### config.mk
export PLATFORM = sky130hd
export DESIGN_NAME = usb_ls_line_monitor
export DESIGN_NICKNAME = d
export VERILOG_FILES = /design/src/rtl/usb_ls_pkg.sv /design/src/rtl/usb_ls_sync.sv /design/src/rtl/usb_ls_deglitch.sv /design/src/rtl/usb_ls_run_timer.sv /design/src/rtl/usb_ls_events.sv /design/src/rtl/usb_ls_line_monitor.sv
export SDC_FILE = /design/constraint.sdc
export NUM_CORES = 1
export LEC_CHECK = 0
export BUFFER_PORTS_ARGS = -buffer_cell sky130_fd_sc_hd__buf_4
export CORE_MARGIN = 5
export CORE_UTILIZATION = 40
export DETAILED_ROUTE_END_ITERATION = 7
export PLACE_DENSITY = 0.61
export SETUP_SLACK_MARGIN = 0.02
export SLEW_MARGIN = 25
export SYNTH_ARGS = -nofsm -noshare
export SYNTH_HDL_FRONTEND = slang
export SYNTH_SLANG_ARGS = --single-unit
### constraint.sdc
create_clock -name clk -period 2.75 [get_ports clk]
set_input_delay 0.4125 -clock clk [delete_from_list [all_inputs] [get_ports clk]]
set_output_delay 0.4125 -clock clk [all_outputs]
set_load 0.05 [all_outputs]
### src/rtl/usb_ls_pkg.sv
package usb_ls_pkg;

   typedef enum logic [1:0] {
      LS_SE0 = 2'b00,
      LS_J   = 2'b01,
      LS_K   = 2'b10,
      LS_SE1 = 2'b11
   } line_e;

   // number of sampling-clock cycles covering a duration given in nanoseconds
   function automatic int ns_to_cycles(input int clk_hz, input int dur_ns);
      return (clk_hz / 1000) * dur_ns / 1_000_000;
   endfunction

endpackage

### src/rtl/usb_ls_sync.sv
module usb_ls_sync #(
   parameter int STAGES = 2,
   parameter int W      = 2
) (
   input  logic         clk,
   input  logic         rst_n,
   input  logic [W-1:0] d_in,
   output logic [W-1:0] q_out
);

   logic [W-1:0] chain_q [STAGES];

   generate
      if (STAGES < 2) begin : g_bad_depth
         $error("usb_ls_sync: STAGES must be at least 2");
      end
      for (genvar i = 0; i < STAGES; i++) begin : g_stage
         if (i == 0) begin : g_first
            always_ff @(posedge clk or negedge rst_n) begin
               if (!rst_n) chain_q[i] <= '0;
               else        chain_q[i] <= d_in;
            end
         end else begin : g_next
            always_ff @(posedge clk or negedge rst_n) begin
               if (!rst_n) chain_q[i] <= '0;
               else        chain_q[i] <= chain_q[i-1];
            end
         end
      end
   endgenerate

   assign q_out = chain_q[STAGES-1];

endmodule

### src/rtl/usb_ls_deglitch.sv
module usb_ls_deglitch #(
   parameter bit FILTER_EN = 1'b1
) (
   input  logic                clk,
   input  logic                rst_n,
   input  logic [1:0]          raw,
   output usb_ls_pkg::line_e   line_q
);
   import usb_ls_pkg::*;

   generate
      if (FILTER_EN) begin : g_filter
         logic [1:0] last_q;
         always_ff @(posedge clk or negedge rst_n) begin
            if (!rst_n) begin
               last_q <= 2'b00;
               line_q <= LS_SE0;
            end else begin
               last_q <= raw;
               if (raw == last_q) line_q <= line_e'(raw);
            end
         end
      end else begin : g_bypass
         always_ff @(posedge clk or negedge rst_n) begin
            if (!rst_n) line_q <= LS_SE0;
            else        line_q <= line_e'(raw);
         end
      end
   endgenerate

endmodule

### src/rtl/usb_ls_run_timer.sv
module usb_ls_run_timer #(
   parameter int              W      = 5,
   parameter int              NHIT   = 2,
   parameter logic [NHIT*16-1:0] HIT_AT = {16'd30, 16'd24}
) (
   input  logic            clk,
   input  logic            rst_n,
   input  logic            active,
   output logic [W-1:0]    count_o,
   output logic [NHIT-1:0] hits
);

   localparam logic [W-1:0] CMAX = '1;

   // count_o is the number of earlier cycles of the current run
   always_ff @(posedge clk or negedge rst_n) begin
      if (!rst_n)              count_o <= '0;
      else if (!active)        count_o <= '0;
      else if (count_o != CMAX) count_o <= count_o + 1'b1;
   end

   generate
      for (genvar i = 0; i < NHIT; i++) begin : g_hit
         localparam int THR = int'(HIT_AT[i*16 +: 16]);
         if (THR < 1 || THR > (1 << W) - 1) begin : g_bad_thr
            $error("usb_ls_run_timer: threshold out of counter range");
         end
         assign hits[i] = active && (count_o == W'(THR - 1));
      end
   endgenerate

endmodule

### src/rtl/usb_ls_events.sv
module usb_ls_events #(
   parameter int W           = 5,
   parameter int EOP_SE0_MIN = 12,
   parameter int EOP_SE0_MAX = 23,
   parameter int EOP_J_CYC   = 8
) (
   input  logic              clk,
   input  logic              rst_n,
   input  usb_ls_pkg::line_e line_i,
   input  logic [W-1:0]      se0_cnt,
   input  logic [W-1:0]      idle_cnt,
   input  logic              se0_disc_hit,
   input  logic              se0_rst_hit,
   input  logic              idle_conn_hit,
   output logic              sop_o,
   output logic              eop_o,
   output logic              conn_o,
   output logic              disc_o,
   output logic              busrst_o
);
   import usb_ls_pkg::*;

   generate
      if (EOP_J_CYC < 2) begin : g_bad_eopj
         $error("usb_ls_events: J hold for end of packet must be at least 2 cycles");
      end
      if (EOP_SE0_MIN > EOP_SE0_MAX) begin : g_bad_window
         $error("usb_ls_events: empty end-of-packet window");
      end
   endgenerate

   line_e prev_q;
   logic  armed_q, rearm_q, attached_q, eop_wait_q;
   logic  eop_open;

   // first J cycle after a single-ended-zero run of acceptable length
   assign eop_open = (line_i == LS_J) && (prev_q == LS_SE0) &&
                     (se0_cnt >= W'(EOP_SE0_MIN)) && (se0_cnt <= W'(EOP_SE0_MAX));

   assign sop_o    = armed_q && (line_i == LS_K) && (prev_q == LS_J);
   assign eop_o    = eop_wait_q && (line_i == LS_J) && (idle_cnt == W'(EOP_J_CYC - 1));
   assign conn_o   = idle_conn_hit && !attached_q;
   assign disc_o   = se0_disc_hit;
   assign busrst_o = se0_rst_hit;

   always_ff @(posedge clk or negedge rst_n) begin
      if (!rst_n) begin
         prev_q     <= LS_SE0;
         eop_wait_q <= 1'b0;
      end else begin
         prev_q <= line_i;
         if (line_i != LS_J)  eop_wait_q <= 1'b0;
         else if (eop_open)   eop_wait_q <= 1'b1;
         else if (eop_o)      eop_wait_q <= 1'b0;
      end
   end

   always_ff @(posedge clk or negedge rst_n) begin
      if (!rst_n) begin
         armed_q <= 1'b0;
         rearm_q <= 1'b1;
      end else if (disc_o || busrst_o) begin
         armed_q <= 1'b0;
         rearm_q <= 1'b1;
      end else if (sop_o) begin
         armed_q <= 1'b0;
      end else if (eop_o) begin
         armed_q <= 1'b1;
      end else if (rearm_q && line_i == LS_J) begin
         armed_q <= 1'b1;
         rearm_q <= 1'b0;
      end
   end

   always_ff @(posedge clk or negedge rst_n) begin
      if (!rst_n)      attached_q <= 1'b0;
      else if (conn_o) attached_q <= 1'b1;
      else if (disc_o) attached_q <= 1'b0;
   end

endmodule

### src/rtl/usb_ls_line_monitor.sv
module usb_ls_line_monitor #(
   parameter int CLK_HZ      = 12_000_000,
   parameter int BIT_HZ      = 1_500_000,
   parameter int SYNC_STAGES = 2,
   parameter bit FILTER_EN   = 1'b1
) (
   input  logic       clk,
   input  logic       rst_n,
   input  logic       dp_in,
   input  logic       dm_in,
   output logic [1:0] line_state,
   output logic       se1_err,
   output logic       sop_pulse,
   output logic       eop_pulse,
   output logic       connect_pulse,
   output logic       disconnect_pulse,
   output logic       bus_reset_pulse
);
   import usb_ls_pkg::*;

   localparam int SPB         = CLK_HZ / BIT_HZ;
   localparam int DISC_CYC    = ns_to_cycles(CLK_HZ, 2000);
   localparam int RST_CYC     = ns_to_cycles(CLK_HZ, 2500);
   localparam int CONN_CYC    = ns_to_cycles(CLK_HZ, 2500);
   localparam int EOP_SE0_MIN = SPB + SPB / 2;
   localparam int EOP_SE0_MAX = DISC_CYC - 1;
   localparam int EOP_J_CYC   = SPB;
   localparam int TMAX        = (RST_CYC > CONN_CYC) ? RST_CYC : CONN_CYC;
   localparam int TW          = $clog2(TMAX + 1);

   generate
      if (SPB < 4) begin : g_bad_ratio
         $error("usb_ls_line_monitor: need at least 4 samples per bit");
      end
      if (RST_CYC <= DISC_CYC) begin : g_bad_order
         $error("usb_ls_line_monitor: reset threshold must exceed disconnect threshold");
      end
      if (CONN_CYC <= EOP_J_CYC) begin : g_bad_conn
         $error("usb_ls_line_monitor: connect threshold must exceed end-of-packet J hold");
      end
   endgenerate

   logic [1:0]  raw_sync;
   line_e       line_q;
   logic [TW-1:0] se0_cnt, idle_cnt;
   logic [1:0]  se0_hits;
   logic [0:0]  idle_hits;

   usb_ls_sync #(.STAGES(SYNC_STAGES), .W(2)) u_sync (
      .clk   (clk),
      .rst_n (rst_n),
      .d_in  ({dp_in, dm_in}),
      .q_out (raw_sync)
   );

   usb_ls_deglitch #(.FILTER_EN(FILTER_EN)) u_filt (
      .clk    (clk),
      .rst_n  (rst_n),
      .raw    (raw_sync),
      .line_q (line_q)
   );

   usb_ls_run_timer #(
      .W      (TW),
      .NHIT   (2),
      .HIT_AT ({16'(RST_CYC), 16'(DISC_CYC)})
   ) u_se0_timer (
      .clk     (clk),
      .rst_n   (rst_n),
      .active  (line_q == LS_SE0),
      .count_o (se0_cnt),
      .hits    (se0_hits)
   );

   usb_ls_run_timer #(
      .W      (TW),
      .NHIT   (1),
      .HIT_AT (16'(CONN_CYC))
   ) u_idle_timer (
      .clk     (clk),
      .rst_n   (rst_n),
      .active  (line_q == LS_J),
      .count_o (idle_cnt),
      .hits    (idle_hits)
   );

   usb_ls_events #(
      .W           (TW),
      .EOP_SE0_MIN (EOP_SE0_MIN),
      .EOP_SE0_MAX (EOP_SE0_MAX),
      .EOP_J_CYC   (EOP_J_CYC)
   ) u_events (
      .clk           (clk),
      .rst_n         (rst_n),
      .line_i        (line_q),
      .se0_cnt       (se0_cnt),
      .idle_cnt      (idle_cnt),
      .se0_disc_hit  (se0_hits[0]),
      .se0_rst_hit   (se0_hits[1]),
      .idle_conn_hit (idle_hits[0]),
      .sop_o         (sop_pulse),
      .eop_o         (eop_pulse),
      .conn_o        (connect_pulse),
      .disc_o        (disconnect_pulse),
      .busrst_o      (bus_reset_pulse)
   );

   assign line_state = line_q;
   assign se1_err    = (line_q == LS_SE1);

endmodule

==> results.md, run 1 <==
- Final period util: 77.72%
- Max_slew headroom: 74.85%
- Worst slew pin tran: roughly 0.38 ns
- CORE AREA: 0.002734 mm^2
- Hold Path Depth: 1
- Worst setup margin: 0.6128 ns
- Die area: between 0.004 and 0.005 mm^2
- Crit path DAT: about 1.7 ns
- Tmin final: between 2 and 2.5 ns
- DRC Markers: 0
- Hold Path Class: in -> reg
- Antenna violations before repair: 0
- Global-route wire length before repair: around 3.4 mm
- WL final: between 1.5 and 2 mm
- WHS Endpoint: u_sync.chain_q[3]
- RR Startpoint: u_se0_timer.count_o[0]
- Routed WL per cell: ~12 um
- Crit start category: flip-flop
- Int Power: 497.1 uW
- # H-tree levels: 1
- Synthesized area: roughly 0.0011 mm^2
- Setup WS pre-CTS: between 0.9 and 1 ns
- Final antenna-violating net count: 0
- Fill cells: 266
- Static Leak: just over 0.6 nW
- Nets@finish: 131
- Ranking of synthesized cells by area: dfrtp_1 (50%), ha_1 (7.7%), nor2_1 (5.3%)
- Starting Density: about two fifths
- Number of DRC markers in iteration 0: 7
- Synth area leader: dfrtp_1
- CP Capture Type: output pin
- Hold Path Origin: dp_in
- #FFs+latches synth: 24
- Worst Path Max Fanout: 10
- Worst skew pair latency: roughly 0.31 ns
- PostCTS Resize Cnt: 0
- Met2 Use GR: between 15 and 20%
- Busiest grt layer: met2
- Logic pwr share: 19.0%
- Grt ovf: 0
- Synth Warn #: 0
- # IOs: 12
- VDD IR max: 0.3620 mV
- Root buf cell: clkbuf_4
- Cells on worst reg2reg path: 6
- RSZ-0062 raised after global routing: no
- Fmax: between 0.4 and 0.5 GHz
- Fin. Hold Viols: 0
- Max Slew Vio Count: 0
- Crit Path Class: reg -> out
- Crit path required time: roughly 2.3 ns
- Die H: roughly 63 um
- Clock Path Buffers: 2
- CTS Buf Count: 3
- PortBufs: 11
- Via density: between 5 and 6
- M3 GR Usage: under 10%
- Drt first pass iters: 4
- Syn_area_per_cell: roughly 11 um^2
- Sw Share: a little under a third
- Status: completed
- Final setup viols: 0
- CTS sink cnt: 24
- Synth cell types: 30
- Syn Nets: between 100 and 150
- Vias: approximately 770
- Inserted Diodes: 0
- Clock power share: a little over a fifth
- RePlAce Congestion: 0.7206
- Post-DP HPWL: about 1.4 mm
- Fraction of layout cells with a size suffix above 1: 18.49%
- Register area share after synthesis: 52.74%
- CTS tree: done
- Met1 Use GR: a little over an eighth
- Pwr per Cell Area: approximately 560 mW/mm^2
- Critical Path Source: u_filt.line_q[1]
- Setup TNS: 0 ns
- Reg-to-reg critical path endpoint: u_se0_timer.count_o[3]
- R2R setup slack: a little over 1 ns
- Hold-fix buffers, CTS: 1
- Final clock skew: between 0.004 and 0.005 ns
- Die X: about 63 um
- Vias in the first global route: between 700 and 800
- P&R area growth vs syn: 13.05%
- Clock-pin slew on the worst setup and hold paths: 0.12 ns
- Post-CTS Setup Bufs: 0
- Largest net degree at the start of global routing: 25
- Yosys top cell area share: about half
- Gate Count Post-Synth: approximately 110
- Net load switching power: around 220 uW
- Sequential share of power: roughly three fifths
- Std cell rows: 19
- Finished Core Util: 47.19%
- All-Layer GR Usage: a little over a tenth
- Max Cap Violations: 0
cell families after synthesis:
group / Yosys count / synth area share, %
xor gates and xnor gates: 8 / 6.140
AOI/OAI and AO/OA: 14 / 8.333
DFF: 24 / 52.74
buffers and inverters: 8 / 2.740
muxes: 3 / 2.632
adders and majority gates: 7 / 7.675
and+or+nand+nor: 41 / 19.74
layout by cell type, fill, tap and decap left out, types with 3 or more instances in the layout:
cell      count
nor2_1       16
ha_1          7
mux2i_1       3
nand2_1       5
dfrtp_1      23
nor2b_1       4
xnor2_1       4
clkbuf_4      3
a21oi_1       7
buf_4        11
nand2b_1      4
xor2_1        4
inv_1         6
power groups by stage:
stage | clock network, mW | logic [mW] | registers, mW
after CTS | 0.164 | 0.138 | 0.428
final | 0.154 | 0.136 | 0.428
after detailed placement | 0 | 0.137 | 0.435
after global routing | 0.179 | 0.157 | 0.435
after floorplan | 0 | 0.0880 | 0.441
after global placement | 0 | 0.136 | 0.433
worst max-delay path: stages (launching register included):
cell and delay (ns):
dfrtp_1 0.47, nand2b_1 0.34, nor4_2 0.35, buf_4 0.25
area by class of cell:
class | instances | area [um^2] | area share, %
sequential | 24 | 601.8 | 46.65
multi-input combinational | 73 | 508.0 | 39.38
timing repair buffer | 12 | 92.59 | 7.177
tap | 31 | 38.79 | 3.007
clock buffer | 4 | 26.28 | 2.037
inverter | 6 | 22.52 | 1.746
through the flow:
stage	instances	instance area [um^2]	power, mW	hold slack [ns]
detailed placement	145	1254	0.5714	0.3293
finish	150	1290	0.7182	0.2008
floorplan	105	1141	0.5289	0.1169
global route	150	1290	0.7707	0.1822
global placement	145	1254	0.5692	0.3270
CTS	150	1290	0.7301	0.1861
synthesized netlist by cell type:
| library cell | number |
|---|---|
| dfrtp_1 | 23 |
| nor2_1 | 16 |
| a21oi_1 | 7 |
| ha_1 | 7 |
| inv_1 | 6 |
| nand2_1 | 5 |
| nand2b_1 | 4 |
| nor2b_1 | 4 |
| xnor2_1 | 4 |
| xor2_1 | 4 |
| mux2i_1 | 3 |
| and2_1 | 2 |
| nand4b_1 | 2 |
| o21ai_0 | 2 |
| a2111oi_2 | 1 |
| a21o_1 | 1 |
| a21oi_2 | 1 |
| and2_2 | 1 |
| and2b_2 | 1 |
| and3_1 | 1 |
| and3_2 | 1 |
| and4bb_2 | 1 |
| buf_2 | 1 |
| clkbuf_1 | 1 |
| dfstp_2 | 1 |
| nand3_1 | 1 |
| nor4_2 | 1 |
| o311a_1 | 1 |
| o41ai_1 | 1 |
| or2_1 | 1 |
state kept, by name, summed over array words and instances (netlist names):
register	flops
u_events.attached_q	1
u_events.prev_q	2
u_sync.q_out	2
u_events.rearm_q	1
u_se0_timer.count_o	5
u_filt.line_q	2
u_sync.chain_q	2
u_idle_timer.count_o	5
u_events.eop_wait_q	1
u_events.armed_q	1
u_filt.g_filter.last_q	2
routing by layer:
layer,share of wire (%),up-vias,routed length (um)
li1,-,375,-
met3,4.4,4,81
met4,1.7,0,31
met5,0,-,0
met1,48,373,879
met2,46,14,838
worst max-delay path by stage:
stage | to | cells after the start
2_1_floorplan | connect_pulse | 3
3_3_place_gp | connect_pulse | 3
3_5_place_dp | connect_pulse | 3
4_1_cts | connect_pulse | 3
5_1_grt | connect_pulse | 3
6_report | connect_pulse | 3
Note: power is estimated with default switching activity, not from simulation.
==> inputs of run 2 (changes only) <==
--- a/config.mk
+++ b/config.mk
@@ -5,11 +5,12 @@
 export SDC_FILE = /design/constraint.sdc
 export NUM_CORES = 1
 export LEC_CHECK = 0
+export ABC_AREA = 1
 export BUFFER_PORTS_ARGS = -buffer_cell sky130_fd_sc_hd__buf_4
 export CORE_MARGIN = 5
 export CORE_UTILIZATION = 40
 export DETAILED_ROUTE_END_ITERATION = 7
-export PLACE_DENSITY = 0.61
+export PLACE_DENSITY = 0.63
 export SETUP_SLACK_MARGIN = 0.02
 export SLEW_MARGIN = 25
 export SYNTH_ARGS = -nofsm -noshare
==> constraint.sdc (replaced) <==
create_clock -name clk -period 1.85 [get_ports clk]
set_input_delay 0.2775 -clock clk [delete_from_list [all_inputs] [get_ports clk]]
set_output_delay 0.2775 -clock clk [all_outputs]
set_load 0.05 [all_outputs]
==> results.md, run 2 <==
- Mux contribution to synthesized area: 0%
- Crit start category: flip-flop
- Status: completed
- Setup TNS: 0 ns
- Global-route wire length before repair: 3.760 mm
- Post-Synth Adder-Cell Area: approximately 7.2%
- Main combinational cell family by area after synthesis: simple AND/OR/NAND/NOR gates
- Sequential share of power: just under 50%
- Final clock skew: ~0.00073 ns
- Inserted Diodes: 0
- Max Slew Vio Count: 0
- Sw Share: 30.00%
- Die H: around 65 um
- VDD IR max: between 0.3 and 0.4 mV
- Largest registers: u_idle_timer.count_o: 5 flops, u_se0_timer.count_o: 5 flops
- Std cell rows: 20
- P&R area growth vs syn: 21.78%
- Starting Density: roughly two fifths
- CP Capture Type: output pin
- Fmax: ~0.57 GHz
- Max_slew headroom: 78.73%
- Synth area leader: dfrtp_1
- Number of DRC markers in iteration 0: 27
- Worst setup margin: 0.1020 ns
- Synth Warn #: 0
- Largest net degree at the start of global routing: 25
- WL final: 2.164 mm
- Vias: 946
- Via density: 4.778
- Yosys top cell area share: between 40% and 50%
- Post-DP HPWL: approximately 1.6 mm
- Setup WS pre-CTS: just over 0.2 ns
- DRC Markers: 0
- Most common cell in the netlist: inv_1
- Clock Path Buffers: 2
- Syn_area_per_cell: ~8.6 um^2
- Top_reg_cell synth: dfrtp_1
- CORE AREA: roughly 0.0030 mm^2
- Crit Path Class: reg -> out
- Design area: roughly 0.0015 mm^2
- Tmin final: 1.748 ns
- Wire length on met3: between 70 and 80 um
- Hold Path Class: in -> reg
- # IOs: 12
- RSZ-0062 raised after global routing: yes
- Worst skew pair latency: between 0.3 and 0.4 ns
- Drt first pass iters: 4
- Worst Path Max Fanout: 4
- Number of synthesized flops with an enable pin: 0
- Area after DPL: between 0.001 and 0.0015 mm^2
- Root buf cell: clkbuf_4
- Most frequent cells in the layout: inv_1 (27), nand2_1 (21), dfrtp_1 (21), nor2_1 (15), buf_4 (14)
- Compound-Gate Fraction of Synth Area: slightly above 7%
- Crit path required time: roughly 1.6 ns
- Register area share after synthesis: 49.18%
- Final antenna-violating net count: 0
- Worst slew pin tran: around 0.32 ns
- Nets@finish: 177
- Max Cap Violations: 0
- Met1 wire length: roughly 950 um
- Static Leak: ~0.8 nW
- Logic pwr share: 21.8%
- Int Power: 905.1 uW
- PortBufs: 11
- Vias in the first global route: ~900
- Grt ovf: 0
- Gate Count Post-Synth: ~140
- CTS sink cnt: 24
- Ys async rst share: 100.0%
- Antenna violations before repair: 0
- Die area: approximately 0.0043 mm^2
- Pwr per Cell Area: slightly below 900 mW/mm^2
- #FFs+latches synth: 24
- Fraction of layout cells with a size suffix above 1: 26.67%
- Top Metal Used: met4
- Crit path DAT: about 1.5 ns
- Final setup viols: 0
- Routed WL per cell: 10.93 um
- Synth cell types: 23
- Post-Synth XOR/XNOR Area: less than 1%
- Synthesized area: 0.001224 mm^2
- Finished Core Util: about half
- Die X: 65.31 um
- Fin. Hold Viols: 0
- Simple-Gate Fraction of Synth Area: between 20% and 30%
- Ranking of synthesized cells by area: dfrtp_1 (47%), inv_1 (8.6%), ha_1 (7.2%)
- Clock-pin slew on the worst setup and hold paths: between 0.1 and 0.15 ns
- Final period util: between 90% and 100%
- CTS tree: done
- Net load switching power: roughly 390 uW
- Syn Nets: 153
- # H-tree levels: 1
- CTS Buf Count: 3
- RePlAce Congestion: 0.7369
- Commonest cells in the netlist: inv_1 (28), dfrtp_1 (23), nand2_1 (22)
- Met2 wire len: between 1 and 1.5 mm
- All-Layer GR Usage: 11.34%
- Clock power share: approximately 30%
- Leading cell type in the layout, fill and taps excluded: inv_1
run 2: kinds of logic (layout without fill, tap and decap cells):
kind of cell,Yosys count,in the layout
simple gates,65,65
compound gates,15,15
buf+inv,30,53
xor+xnor,1,1
fa+ha+maj,7,7
flops,24,24
run 2: repair_timing:
item / 4_1_cts / 5_1_grt
resized for setup: 0 / 10
endpoints found under the hold margin: 23 / 0
setup buffers: 1 / 6
endpoints found under the setup margin: 1 / 6
hold buffers: 1 / 0
pin swaps: 0 / 2
run 2: power by group through the flow:
stage	clock network, mW	logic (mW)	registers, mW
finish	0.382	0.282	0.629
floorplan	0	0.141	0.660
global route	0.427	0.316	0.637
detailed placement	0	0.237	0.640
global placement	0	0.231	0.637
CTS	0.398	0.250	0.628
run 2: layer usage:
metal / up-vias / global-route usage [%]
li1: 484 / -
met2: 17 / 19.47
met5: - / 0
met1: 441 / 13.17
met3: 4 / 2.735
met4: 0 / 5.440
run 2: final timing paths:
kind / cells after the start / from / slack (ns) / endpoint
hold reg to reg: 0 / u_sync.chain_q[2] / 0.37 / u_sync.q_out[0]
hold / removal: 1 / dm_in / 0.06 / u_sync.chain_q[2]
min in group asynchronous: 2 / rst_n / 0.38 / u_events.attached_q
setup reg to reg: 9 / u_idle_timer.count_o[1] / 0.25 / u_idle_timer.count_o[3]
setup / recovery: 6 / u_se0_timer.count_o[0] / 0.10 / disconnect_pulse
max in group asynchronous: 2 / rst_n / 1.19 / u_events.rearm_q
run 2: layout make-up:
cell class                 count  area (um^2)
tap                           33        41.29
timing repair buffer          19        160.2
multi-input combinational     88        516.7
inverter                      30        115.1
clock buffer                   3        22.52
sequential                    24        604.3
clock inverter                 1        30.03
fill                         282         1513
run 2: per-stage QoR:
stage,instances,power [mW],hold WS (ns)
after detailed placement,186,0.8770,0.1997
after floorplan,142,0.8004,-0.01809
after CTS,192,1.276,0.04176
after global placement,186,0.8681,0.1959
after global routing,198,1.380,0.01703
final,198,1.293,0.05691
run 2: worst max-delay path: stages (launching register included):
cell and delay [ns]:
dfrtp_1 0.43, ha_2 0.23, nand2_1 0.06, inv_1 0.05, nand3_1 0.13, inv_2 0.10
buf_6 0.15
==> inputs of run 3 (changes only) <==
--- a/config.mk
+++ b/config.mk
@@ -12,7 +12,7 @@
 export DETAILED_ROUTE_END_ITERATION = 7
 export PLACE_DENSITY = 0.63
 export SETUP_SLACK_MARGIN = 0.02
-export SLEW_MARGIN = 25
 export SYNTH_ARGS = -nofsm -noshare
 export SYNTH_HDL_FRONTEND = slang
+export SYNTH_HIERARCHICAL = 1
 export SYNTH_SLANG_ARGS = --single-unit
==> results.md, run 3 <==
- P&R area growth vs syn: 17.82%
- Routed WL per cell: 11.01 um
- RePlAce Congestion: roughly 0.84
- Die H: about 65 um
- Global-route wire length before repair: roughly 3.9 mm
- Top_reg_cell synth: dfrtp_1
- Via density: between 4 and 5
- Fin Hold WS: between 0.06 and 0.07 ns
- Most frequent cells in the layout: nand2_1 (32), inv_1 (25), dfrtp_1 (20), buf_4 (14), nor2_1 (13)
- PortBufs: 11
- Hold Path Class: in -> reg
- Clock-pin slew on the worst setup and hold paths: 0.13 ns
- Register area share after synthesis: approximately 50%
- Max_slew headroom: between 70% and 80%
- Max Slew Vio Count: 0
- Leading cell type in the layout, fill and taps excluded: nand2_1
- Max Cap Violations: 0
- Post-DP HPWL: 1.646 mm
- Final antenna-violating net count: 0
- Gate Count Post-Synth: between 100 and 150
- Number of synthesized flops with an enable pin: 0
- Crit path required time: between 1.5 and 2 ns
- Number of DRC markers in iteration 0: 35
- Synth cell types: 21
- Most common cell in the netlist: nand2_1
- Final period util: between 90% and 100%
- Largest net degree at the start of global routing: 25
- Synth Warn #: 6
- Worst Path Max Fanout: 4
- All-Layer GR Usage: 11.82%
- WL final: roughly 2.2 mm
- VDD IR max: 0.4154 mV
- Syn_area_per_cell: about 8.3 um^2
- #FFs+latches synth: 24
- Synthesized area: about 0.0012 mm^2
- Inserted Diodes: 0
- Pwr per Cell Area: slightly below 800 mW/mm^2
- # IOs: 12
- Status: completed
- Syn Nets: between 150 and 200
- Fraction of layout cells with a size suffix above 1: between 20% and 30%
- Setup TNS: 0 ns
- Final setup viols: 0
- Yosys top cell area share: between 40% and 50%
- CTS tree: done
- Crit start category: flip-flop
- CTS sink cnt: 24
- Tmin final: roughly 1.7 ns
- RSZ-0062 raised after global routing: yes
- Ranking of synthesized cells by area: dfrtp_1 (47%), nand2_1 (9.9%), inv_1 (7.7%)
- Grt ovf: 0
- Die area: between 0.004 and 0.005 mm^2
- Vias in the first global route: a little over 900
- Crit Path Class: reg -> out
- Std cell rows: 20
- Largest registers: u_idle_timer/count_o: 5 flops, u_se0_timer/count_o: 5 flops
- CP Capture Type: output pin
- Antenna violations before repair: 0
- Worst slew pin tran: slightly above 0.3 ns
- CORE AREA: 0.002978 mm^2
- Crit path DAT: around 1.5 ns
- Fmax: between 0.5 and 0.6 GHz
- Synth area leader: dfrtp_1
- Commonest cells in the netlist: nand2_1 (32), inv_1 (25), dfrtp_1 (23)
- Starting Density: roughly 40%
- Ys async rst share: 100.0%
- Static Leak: 0.7225 nW
- Nets@finish: ~180
- CTS Buf Count: 3
- Vias: ~920
- Worst skew pair latency: 0.31 ns
- # H-tree levels: 1
- Die X: between 60 and 70 um
- Root buf cell: clkbuf_4
- DRC Markers: 0
- Drt first pass iters: 4
- Clock Path Buffers: 2
- Total power: roughly 1.1 mW
- Fin. Hold Viols: 0
- Final clock skew: 0.004598 ns
-- run 3: changes by cell type after synthesis, moves of 3 or more --
cell and delta:
inv_1 -3, nand2_1 +10, o21ai_1 -4, o21ai_0 +3, buf_4 +4, nor2_4 -3
-- run 3: final timing paths --
path / slack, ns / startpoint / depth (start not counted) / to
hold / removal: 0.06 / dp_in / 1 / u_sync/chain_q[3]
setup reg to reg: 0.35 / u_se0_timer/count_o[0] / 8 / u_se0_timer/count_o[3]
min in group asynchronous: 0.39 / rst_n / 2 / u_idle_timer/count_o[2]
setup / recovery: 0.11 / u_filt/line_q[1] / 7 / eop_pulse
max in group asynchronous: 1.17 / rst_n / 2 / u_events/rearm_q
hold reg to reg: 0.37 / u_sync/chain_q[3] / 0 / u_sync/q_out[1]
-- run 3: per-layer routing --
metal	share of wire [%]	track usage [%]	vias up
li1	-	-	484
met5	0	0	-
met2	46	19.16	14
met4	0.69	4.663	0
met1	47	14.66	423
met3	5.9	3.761	2
-- run 3: repair_timing --
action	in CTS	in global routing
hold endpoints to repair	23	0
buffers inserted	2	1
endpoints found under the setup margin	2	4
hold buffers	1	0
resized for setup	2	6
-- run 3: critical path: stages (launching register included) --
cell and delay (ns):
dfrtp_2 0.46, buf_4 0.15, inv_2 0.06, nand2_2 0.07, nor2_2 0.11, nand2_2 0.09
inv_1 0.07, buf_6 0.15
-- run 3: logic make-up after synthesis --
logic type / after synthesis / synth area share, %
DFF: 24 / 49.54
and+or+nand+nor: 69 / 26.06
buffers and inverters: 32 / 11.12
AOI/OAI and AO/OA: 15 / 7.106
adders and majority gates: 6 / 6.179
-- run 3: metrics by stage --
step,util [%],setup slack [ns],std cells,cell area [um^2]
finish,48.07,0.1057,197,1431
global route,48.07,0.01505,197,1431
CTS,46.93,0.03708,196,1398
detailed placement,44.79,0.3402,189,1334
global placement,44.79,0.3490,189,1334
floorplan,-,0.008186,146,1217
-- run 3: report_power, final --
| part | internal (mW) | switching [mW] | total [mW] |
|---|---|---|---|
| Sequential | 0.569 | 0.0388 | 0.608 |
| Clock | 0.120 | 0.153 | 0.273 |
| Combinational | 0.0901 | 0.150 | 0.240 |
| Total | 0.780 | 0.342 | 1.12 |
-- run 3: area by class of cell --
cell class | instances | area (um^2)
Fill cell | 289 | 1546
Clock buffer | 4 | 36.28
Tap cell | 33 | 41.29
Sequential cell | 24 | 605.6
Multi-Input combinational cell | 90 | 494.2
Timing Repair Buffer | 18 | 148.9
Inverter | 28 | 105.1
